**config.mk**
```make
export PLATFORM = sky130hd
export DESIGN_NAME = lnk_auth_irq
export DESIGN_NICKNAME = d
export VERILOG_FILES = /design/src/rtl/lnk_auth_irq.sv
export SDC_FILE = /design/constraint.sdc
export NUM_CORES = 1
export LEC_CHECK = 0
export BUFFER_PORTS_ARGS = -buffer_cell sky130_fd_sc_hd__buf_2
export CORE_ASPECT_RATIO = 0.8
export CORE_MARGIN = 8
export CORE_UTILIZATION = 43
export DETAILED_ROUTE_END_ITERATION = 10
export HOLD_SLACK_MARGIN = 0.05
export PLACE_DENSITY_LB_ADDON = 0.25
export SYNTH_ARGS = -nofsm -noshare
export SYNTH_HDL_FRONTEND = slang
export SYNTH_SLANG_ARGS = --single-unit
```
**constraint.sdc**
```tcl
create_clock -name clk -period 1.44 [get_ports clk]
set_input_delay 0.144 -clock clk [delete_from_list [all_inputs] [get_ports clk]]
set_output_delay 0.144 -clock clk [all_outputs]
set_load 0.05 [all_outputs]
```
**src/rtl/lnk_auth_irq.sv**
```systemverilog
module lnk_auth_irq #(
  parameter logic [7:0] STAT_ADDR = 8'hC4,
  parameter logic [7:0] CTRL_ADDR = 8'hC6
) (
  input  logic       clk,
  input  logic       rst_n,
  input  logic [7:0] reg_addr,
  input  logic       reg_wr,
  input  logic       reg_rd,
  input  logic [7:0] reg_wdata,
  output logic [7:0] reg_rdata,
  input  logic       ev_chan_err,
  input  logic       dsirq_n,
  input  logic       ds_lock,
  input  logic       ev_hotplug,
  input  logic       rx_present,
  input  logic       ev_list_ready,
  input  logic       ev_key_ready,
  input  logic       ev_auth_pass,
  input  logic       ev_auth_fail,
  input  logic       ev_auth_restart,
  input  logic       ev_ind_done,
  input  logic       wr_list_valid,
  input  logic       wr_key_valid,
  input  logic       rxdet_sel,
  output logic       irq
);

  logic       err_q, hp_q, list_q, key_q, auth_q;
  logic       pass_q, fail_q, ind_q;
  logic [7:0] ctl_q;

  wire stat_rd = reg_rd && (reg_addr == STAT_ADDR);
  wire ctl_wr  = reg_wr && (reg_addr == CTRL_ADDR);

  wire [7:0] stat = {err_q, dsirq_n, ds_lock, hp_q, rx_present, list_q, key_q, auth_q};

  wire       rxdet_pend = rx_present && (!rxdet_sel || ds_lock);
  wire [7:1] pend = {ind_q, rxdet_pend, !dsirq_n, list_q, key_q, fail_q, pass_q};

  assign irq = ctl_q[0] && |(ctl_q[7:1] & pend);

  assign reg_rdata = (reg_addr == STAT_ADDR) ? stat :
                     (reg_addr == CTRL_ADDR) ? ctl_q : 8'h00;

  always_ff @(posedge clk) begin
    if (!rst_n) begin
      err_q  <= 1'b0;
      hp_q   <= 1'b0;
      list_q <= 1'b0;
      key_q  <= 1'b0;
      auth_q <= 1'b0;
      pass_q <= 1'b0;
      fail_q <= 1'b0;
      ind_q  <= 1'b0;
      ctl_q  <= 8'h00;
    end else begin
      err_q  <= ev_chan_err   | (err_q  & !stat_rd);
      hp_q   <= ev_hotplug    | (hp_q   & !stat_rd);
      pass_q <= ev_auth_pass  | (pass_q & !stat_rd);
      fail_q <= ev_auth_fail  | (fail_q & !stat_rd);
      ind_q  <= ev_ind_done   | (ind_q  & !stat_rd);
      list_q <= ev_list_ready | (list_q & !wr_list_valid);
      key_q  <= ev_key_ready  | (key_q  & !wr_key_valid);
      auth_q <= ev_auth_pass  | (auth_q & !ev_auth_fail & !ev_auth_restart);
      if (ctl_wr) ctl_q <= reg_wdata;
    end
  end

  p_cor_err_r3: assert property (@(posedge clk) disable iff (!rst_n)
    (stat_rd && !ev_chan_err) |=> !err_q);
  p_set_wins_r4: assert property (@(posedge clk) disable iff (!rst_n)
    (ev_chan_err && stat_rd) |=> err_q);
  p_key_hold_r5: assert property (@(posedge clk) disable iff (!rst_n)
    (key_q && !wr_key_valid) |=> key_q);
  p_auth_set_r6: assert property (@(posedge clk) disable iff (!rst_n)
    ev_auth_pass |=> auth_q);
  p_ctl_store_r7: assert property (@(posedge clk) disable iff (!rst_n)
    ctl_wr |=> (ctl_q == $past(reg_wdata)));
  p_global_gate_r8: assert property (@(posedge clk) disable iff (!rst_n)
    !ctl_q[0] |-> !irq);
  p_rxdet_hold_r9: assert property (@(posedge clk) disable iff (!rst_n)
    (ctl_q == 8'h41 && rxdet_sel && !ds_lock) |-> !irq);
  p_ro_write_r10: assert property (@(posedge clk) disable iff (!rst_n)
    (reg_wr && reg_addr == STAT_ADDR) |=> $stable(ctl_q));

endmodule

```
==> impl_results.md, run 1 <==
- Worst relative slew slack: 75.4%
- Mux cell area share after synthesis: around 20%
- Avg WL per Cell: around 14 um
- Synth Area in Adders: 0%
- Outcome: complete, but fails checks
- CTS Buf Count: 3
- Vias: about 830
- Worst path required time: between 1000 and 1500 ps
- DRT Wirelength: 2290 um
- CTS tree: yes
- Max-slew violations: 0
- Worst-path maximum fanout: 2
- Minimum clock period: around 1500 ps
- Most frequent cells in the layout: buf_2, nand2_1, mux2i_1, dfxtp_1, buf_6
- RSZ-0062 raised after global routing: yes
- Row count: 14
- Setup crit end kind: output pin
- Inserted Diodes: 0
- Number of global-route vias before repair: ~850
- Worst hold path class: in -> reg
- # setup viols final: 1
- Core area: 1820 sq um
- Area Overhead vs Synth: 56.5%
- Residual DRC count: 0
- Power consumption: 0.892 mW
- Initial antenna violation count: 0
- Dpl hpwl: roughly 1800 um
- Sequential-to-total area share from yosys stat: about two fifths
- Synth Area in Compound Gates: approximately 14%
- GPL Wtd Cong: just under 0.8
- Maximum VDD drop: approximately 630 uV
- DRT iter0 DRCs: 10
- Slew at the pin with the worst max-slew slack: 369 ps
- Setup crit start kind: flip-flop
- CP Data Arrival Time: roughly 1400 ps
- Post-synth cell types: 21
- Netlist Area Pre-Place: ~800 sq um
- Synth warn: 0
- DRT Pass-1 Iters: 4
- Leakage: roughly 0.54 nW
- Clk_lat worst skew: about 280 ps
- Most common cell after layout, fill and taps aside: buf_2
- Synth Area in XOR/XNOR: 0%
- Final Cycle Share: 106%
- Synthesis-stage register bit count: 16
- Initial Util: between 40 and 50%
- Global route total overflow: 0
- H-Tree Depth: 1
- MaxCap Viol Count: 0
- Syn avg cell area: 8.29 sq um
- Power Dens Cells: ~710 nW/um^2
- Clock Root Buffer: clkbuf_4
- Clock Skew: 0 ps
- PortBufs: 42
- Clk buf depth: 2
- Slowest cell on crit path: dfxtp_2
- Vias per inst: roughly 5.0
- Largest family of logic cells by synthesized area: simple AND/OR/NAND/NOR gates
- Hold Vio Cnt, Final: 0
- R2r setup slk: ~610 ps
- Post-synthesis simple-gate area fraction: a little under a quarter
- DP Area: 1130 sq um
- CTS Hold Bufs: 0
- Worst-path clk slew: 100 ps
- Final ANT Viol Nets: 0
- Largest net degree at the start of global routing: 25
- Final setup margin: -89.8 ps
- Max incr delay on CP: roughly 340 ps
- Layout cells sized above 1: 45.8%
- I/O pins: 43
- Die ar.: ~3500 sq um
- Final Net Count: between 150 and 200
- Fmax: about 0.65 GHz
- Die Height: 54.7 um
- WS Path Type: reg -> out
- Critical path, cell by cell: a22o_1 -> a221oi_2 -> a31oi_2 -> buf_6
- First-pass GRT wire length: between 3000 and 4000 um
- Die width: about 64 um
- Synthesized instance count: 97
- GRT Total Usage: 12.8%
- Final instance area: 1260 sq um
- Net Count, Synth: ~130
- Failing checks: setup timing
- Clock sinks: 16
-- state kept, by name, indices dropped and copies added, names as in the netlist --
name    cells
ctl_q       8
hp_q        1
key_q       1
pass_q      1
ind_q       1
fail_q      1
list_q      1
err_q       1
auth_q      1
-- repair_timing --
item / 4_1_cts / 5_1_grt
endpoints found under the setup margin: 9 / 2
endpoints found under the hold margin: 0 / 0
pin swaps: 2 / 2
setup buffers: 2 / 0
gates resized for setup: 14 / 10
-- synthesized netlist by cell type --
master,number,share of area [%]
a21oi_1,6,3.7
a221oi_1,1,1.1
a22o_1,1,1.1
a22oi_1,1,0.93
a31oi_1,1,0.78
buf_2,1,0.62
clkbuf_1,3,1.4
dfxtp_1,16,40
inv_1,3,1.4
mux2i_1,16,20
nand2_1,17,7.9
nand2b_1,1,0.78
nand4b_1,1,1.1
nor2_1,15,7.0
nor2b_1,3,2.3
nor3_4,1,2.0
o211ai_1,1,0.93
o21a_1,2,1.9
o21ai_0,5,3.1
or2_2,1,0.78
or3_4,1,1.4
-- layout make-up --
type | count | area, sq um
sequential | 16 | 323
multi-input combinational | 74 | 532
fill | 154 | 563
tap | 24 | 30.0
timing repair buffer | 47 | 327
clock buffer | 4 | 36.3
inverter | 3 | 11.3
-- path summary, 6_finish.rpt --
check | startpoint | to | cells after the start
max | ctl_q[4]$_SDFFE_PN0P_ | irq | 4
max reg2reg | list_q$_SDFF_PN0_ | list_q$_SDFF_PN0_ | 3
min reg2reg | ctl_q[6]$_SDFFE_PN0P_ | ctl_q[6]$_SDFFE_PN0P_ | 2
min | ev_list_ready | list_q$_SDFF_PN0_ | 2
-- worst max-delay path, delay by kind of cell, from the launching register on --
kind            cells  cell delay [ps]
buf+inv             1              170
compound gates      3              580
flops               1              340
-- cell families after synthesis --
| family | Yosys count |
|---|---|
| AOI/OAI and AO/OA | 18 |
| buffers and inverters | 7 |
| DFF | 16 |
| muxes | 16 |
| and+or+nand+nor | 40 |
-- power by group --
part	leakage (nW)	switching, mW	internal (mW)	total, mW
Sequential	0.132	0.00930	0.458	0.468
Clock	0.0210	0.146	0.154	0.300
Combinational	0.388	0.0602	0.0640	0.124
-- stage by stage --
stage          cells  util [%]  TNS (ps)  setup WS [ps]  hold slack (ps)
6_report         168      69.1     -89.8          -89.8             62.3
5_1_grt          168      69.1      -141           -141             72.3
4_1_cts          168      66.9     -74.5          -74.5             61.4
3_5_place_dp     162      62.0     -1470           -200              364
3_3_place_gp     162      62.0     -1310           -174              353
2_1_floorplan     97         -         0           13.3              268
-- per-layer routing --
| metal | up-vias | wire length (um) | GRT usage (%) |
|---|---|---|---|
| met5 | - | 0 | 0 |
| met4 | 0 | 10 | 5.42 |
| met3 | 2 | 181 | 4.70 |
| met2 | 27 | 1110 | 23.4 |
| met1 | 379 | 988 | 13.3 |
| li1 | 424 | - | - |
(Power assumes the default switching activity.)
==> inputs of run 2 (changes only) <==
Settings changed: PLACE_DENSITY set to 0.77, PLACE_DENSITY_LB_ADDON 0.25 to not set.
==> impl_results.md, run 2 (same netlist as run 1, synthesis figures left out) <==
- Power Dens Cells: slightly above 700 nW/um^2
- Maximum VDD drop: slightly below 800 uV
- Initial antenna violation count: 0
- Worst relative slew slack: a little under three quarters
- Residual DRC count: 0
- Hold Vio Cnt, Final: 0
- RSZ-0062 raised after global routing: yes
- Failing checks: setup timing
- Die width: between 60 and 70 um
- FF-to-FF End: list_q$_SDFF_PN0_
- Worst-path maximum fanout: 2
- Clock Root Buffer: clkbuf_4
- Layout Cells excl Fill: between 150 and 200
- CP Data Arrival Time: about 1400 ps
- Final Net Count: roughly 180
- WS Path Type: reg -> out
- Most frequent cells in the layout: buf_2, nand2_1, mux2i_1, dfxtp_1
- I/O pins: between 40 and 50
- DRT Wirelength: 2360 um
- Critical R2R Launch: list_q$_SDFF_PN0_
- Max-slew violations: 0
- Combinational share of power: ~14%
- Int Power: ~0.67 mW
- Worst hold path class: in -> reg
- Clock Skew: 0 ps
- Inserted Diodes: 0
- Clk buf depth: 2
- CP Launch Point: list_q$_SDFF_PN0_
- Slew at the pin with the worst max-slew slack: between 400 and 500 ps
- Max reg flops: 8
- # setup viols final: 1
- Setup TNS: -50.4 ps
- Vias: approximately 850
- Setup crit start kind: flip-flop
- H-Tree Depth: 1
- Die ar.: ~3500 sq um
- Psw: between 0.2 and 0.25 mW
- Largest net degree at the start of global routing: 25
- R2R depth: 3
- Outcome: complete, but fails checks
- Fmax: between 0.6 and 0.7 GHz
- Leakage: around 0.53 nW
- Placed Cells: between 150 and 200
- DRT iter0 DRCs: 31
- Flop pwr share: between 50% and 60%
- Most common cell after layout, fill and taps aside: buf_2
- CTS Buf Count: 3
- Area Overhead vs Synth: 53.7%
- Die Height: approximately 55 um
- GRT Total Usage: approximately 14%
- Row count: 14
- Final setup margin: -50.4 ps
- Global route total overflow: 0
- First-pass GRT wire length: 3930 um
- Core area: around 1800 sq um
- CTS tree: yes
- Layout cells sized above 1: between 40 and 50%
- MaxCap Viol Count: 0
- Minimum clock period: 1490 ps
- Most flops, register: ctl_q
- Worst path required time: 1300 ps
- Initial Util: 44.2%
- Crit path to: irq
- Setup crit end kind: output pin
- Number of global-route vias before repair: between 800 and 900
- R2r setup slk: about 610 ps
- Avg WL per Cell: 14.1 um
- Worst-path clk slew: around 90 ps
- PortBufs: 42
- Vias per inst: between 5 and 6
- Clock network fraction of total power: approximately a third
- Final ANT Viol Nets: 0
- Switching Share: 23.9%
- DRT Pass-1 Iters: 4
- Clk_lat worst skew: 280 ps
- GPL Wtd Cong: a little over 0.8
- Final Cycle Share: 103%
- Clock sinks: 16
run 2: cell types whose count changed in the layout (fill, tap and decap cells not counted):
cell,delta
buf_2,+1
buf_6,-1
buf_8,-1
dfxtp_1,+1
dfxtp_2,-1
run 2: metal layers:
metal	up-vias	routed length (um)	global-route usage, %	part of all wire, %
li1	429	-	-	-
met1	381	1060	15.9	45
met2	35	1040	23.4	44
met3	2	239	6.75	10
met4	0	11	3.25	0.47
met5	-	0	0	0
run 2: worst min path at each step:
stage | start | endpoint | cells past startpoint
6_report | ev_key_ready | key_q$_SDFF_PN0_ | 2
3_3_place_gp | ev_list_ready | list_q$_SDFF_PN0_ | 2
2_1_floorplan | ev_key_ready | key_q$_SDFF_PN0_ | 1
5_1_grt | ev_list_ready | list_q$_SDFF_PN0_ | 2
3_5_place_dp | ev_key_ready | key_q$_SDFF_PN0_ | 2
4_1_cts | ev_key_ready | key_q$_SDFF_PN0_ | 2
run 2: power by group through the flow:
stage / logic, mW / clock network, mW / registers, mW
floorplan: 0.0624 / 0 / 0.474
global placement: 0.114 / 0 / 0.477
detailed placement: 0.120 / 0 / 0.478
CTS: 0.124 / 0.298 / 0.468
global route: 0.138 / 0.319 / 0.470
finish: 0.125 / 0.294 / 0.467
run 2: area by class of cell:
class                      count  area, sq um
tap                           24         30.0
timing repair buffer          46          305
fill                         165          586
multi-input combinational     74          532
inverter                       3         11.3
clock buffer                   4         36.3
sequential                    16          322
run 2: repair_timing:
item                                    CTS  global route
resized for setup                        13             7
pin swaps                                 1             2
hold buffers                              0             0
gates cloned                              0             0
setup buffers                             1             0
endpoints found under the setup margin    9             3
run 2: metrics by stage:
stage          hold WS [ps]  instance area (sq um)  utilization (%)  worst slack (ps)  power [mW]
2_1_floorplan           268                    881                -              13.3       0.536
3_3_place_gp            352                   1130             62.0              -169       0.591
3_5_place_dp            364                   1130             62.0              -197       0.598
4_1_cts                64.9                   1210             66.4             -33.8       0.890
5_1_grt                59.6                   1240             67.9              -127       0.927
6_report               63.9                   1240             67.9             -50.4       0.886
run 2: critical path: stages, from the launching register on:
cell	delay, ps
dfxtp_2	330
a22o_1	230
a221oi_2	200
a31oi_2	130
buf_6	170
==> inputs of run 3 (changes only) <==
Settings changed: CORE_UTILIZATION 43 to 39, PLACE_DENSITY 0.77 to 0.74.
Clock period 1.44 ns to 1.29 ns, I/O delays scaled along.
==> impl_results.md, run 3 (same netlist as run 1, synthesis figures left out) <==
- Outcome: complete, but fails checks
- Failing checks: setup timing
- Clock Root Buffer: clkbuf_4
- Clk_lat worst skew: ~280 ps
- Combinational share of power: ~15%
- Worst hold path class: in -> reg
- Power Dens Cells: between 700 and 800 nW/um^2
- Final ANT Viol Nets: 0
- Leakage: around 0.56 nW
- Vias: between 800 and 900
- MaxCap Viol Count: 0
- Psw: 0.233 mW
- Clock Skew: 0 ps
- Power consumption: around 0.99 mW
- Worst-path maximum fanout: 2
- # setup viols final: 9
- Clk buf depth: 2
- Worst path required time: about 1200 ps
- Flop pwr share: a little over half
- Layout cells sized above 1: around 46%
- Max reg flops: 8
- Int Power: approximately 0.76 mW
- First-pass GRT wire length: between 3000 and 4000 um
- Vias per inst: 4.77
- Core area: around 1900 sq um
- Row count: 14
- Clock sinks: 16
- Hold_ws: ~74 ps
- H-Tree Depth: 1
- Inserted Diodes: 0
- CTS Buf Count: 3
- CTS tree: yes
- Die ar.: 3780 sq um
- Final Cycle Share: 115%
- Slew at the pin with the worst max-slew slack: roughly 380 ps
- Dpl hpwl: 1820 um
- RSZ-0062 raised after global routing: yes
- PortBufs: 42
- Residual DRC count: 0
- Hold Vio Cnt, Final: 0
- Critical path, cell by cell: a22o_1 -> a221oi_2 -> a31oi_2 -> buf_6
- Initial antenna violation count: 0
- Maximum VDD drop: 554 uV
- Final Net Count: between 150 and 200
- Max incr delay on CP: 330 ps
- Most frequent cells in the layout: buf_2, nand2_1, mux2i_1, dfxtp_1
- I/O pins: 43
- DRT iter0 DRCs: 13
- Max-slew violations: 0
- Avg WL per Cell: 13.7 um
- Final setup margin: -194 ps
- Final instance area: around 1300 sq um
- GPL Wtd Cong: roughly 0.76
- DRT Pass-1 Iters: 4
- Switching Share: between 20% and 30%
- Setup crit end kind: output pin
- Die Height: between 50 and 60 um
- Worst relative slew slack: around three quarters
- Clock network fraction of total power: roughly a third
- DP Area: about 1100 sq um
- GRT Total Usage: between 10 and 15%
- Number of global-route vias before repair: 880
- Global route total overflow: 0
- Worst-path clk slew: about 90 ps
- Minimum clock period: 1480 ps
- Most flops, register: ctl_q
- WS Path Type: reg -> out
- Initial Util: a little over two fifths
- Area Overhead vs Synth: 60.5%
- Setup crit start kind: flip-flop
- Largest net degree at the start of global routing: 25
- CP Data Arrival Time: around 1400 ps
- Slowest cell on crit path: dfxtp_2
- DRT Wirelength: ~2300 um
- Most common cell after layout, fill and taps aside: buf_2
- Fmax: between 0.6 and 0.7 GHz
- Die width: 66.8 um
run 3: changes by cell type in the layout (fill, tap and decap cells not counted):
cell	delta
dfxtp_2	+2
dlygate4sd3_1	+2
buf_2	-1
buf_4	+1
dfxtp_1	-2
buf_8	+2
run 3: layer usage:
metal | vias to the layer above | wire length, um | global-route usage, %
met5 | - | 0 | 0
met4 | 0 | 0 | 3.65
met3 | 0 | 191 | 4.16
met2 | 28 | 1100 | 20.3
met1 | 355 | 1050 | 14.4
li1 | 433 | - | -
run 3: worst max-delay path, delay by kind of cell, from the launching register on:
family | cells | cell delay [ps]
flops | 1 | 330
buf+inv | 1 | 180
compound gates | 3 | 560
run 3: final timing paths:
kind,from,end,slack [ps],cells past startpoint
max,ctl_q[4]$_SDFFE_PN0P_,irq,-190,4
min,reg_wdata[2],ctl_q[2]$_SDFFE_PN0P_,70,3
max reg2reg,list_q$_SDFF_PN0_,list_q$_SDFF_PN0_,470,3
min reg2reg,ctl_q[2]$_SDFFE_PN0P_,ctl_q[2]$_SDFFE_PN0P_,480,2
run 3: stage by stage:
stage / util (%) / setup slack, ps / instances / setup TNS, ps
after floorplan: - / -45.4 / 97 / -364
after detailed placement: 60.1 / -156 / 164 / -1840
after global placement: 60.1 / -140 / 164 / -1390
after CTS: 67.2 / -210 / 171 / -809
final: 67.6 / -194 / 171 / -630
after global routing: 67.6 / -251 / 171 / -930
run 3: final cells by class:
| class | count | area, sq um |
|---|---|---|
| timing repair buffer | 50 | 358 |
| inverter | 3 | 11.3 |
| tap | 24 | 30.0 |
| clock buffer | 4 | 36.3 |
| multi-input combinational | 74 | 532 |
| sequential | 16 | 324 |
| fill | 170 | 618 |
run 3: what timing repair did:
item	4_1_cts	5_1_grt
endpoints found under the setup margin	9	9
pin swaps	3	2
hold buffers	2	0
gates cloned	0	0
resized for setup	22	3
hold endpoints to repair	2	0
buffers inserted	1	0
run 3: power groups by stage:
stage          clock (mW)  sequential, mW  combinational [mW]
5_1_grt             0.364           0.523               0.161
3_5_place_dp            0           0.532               0.137
3_3_place_gp            0           0.531               0.132
4_1_cts             0.337           0.521               0.145
2_1_floorplan           0           0.529              0.0703
6_report            0.325           0.521               0.145
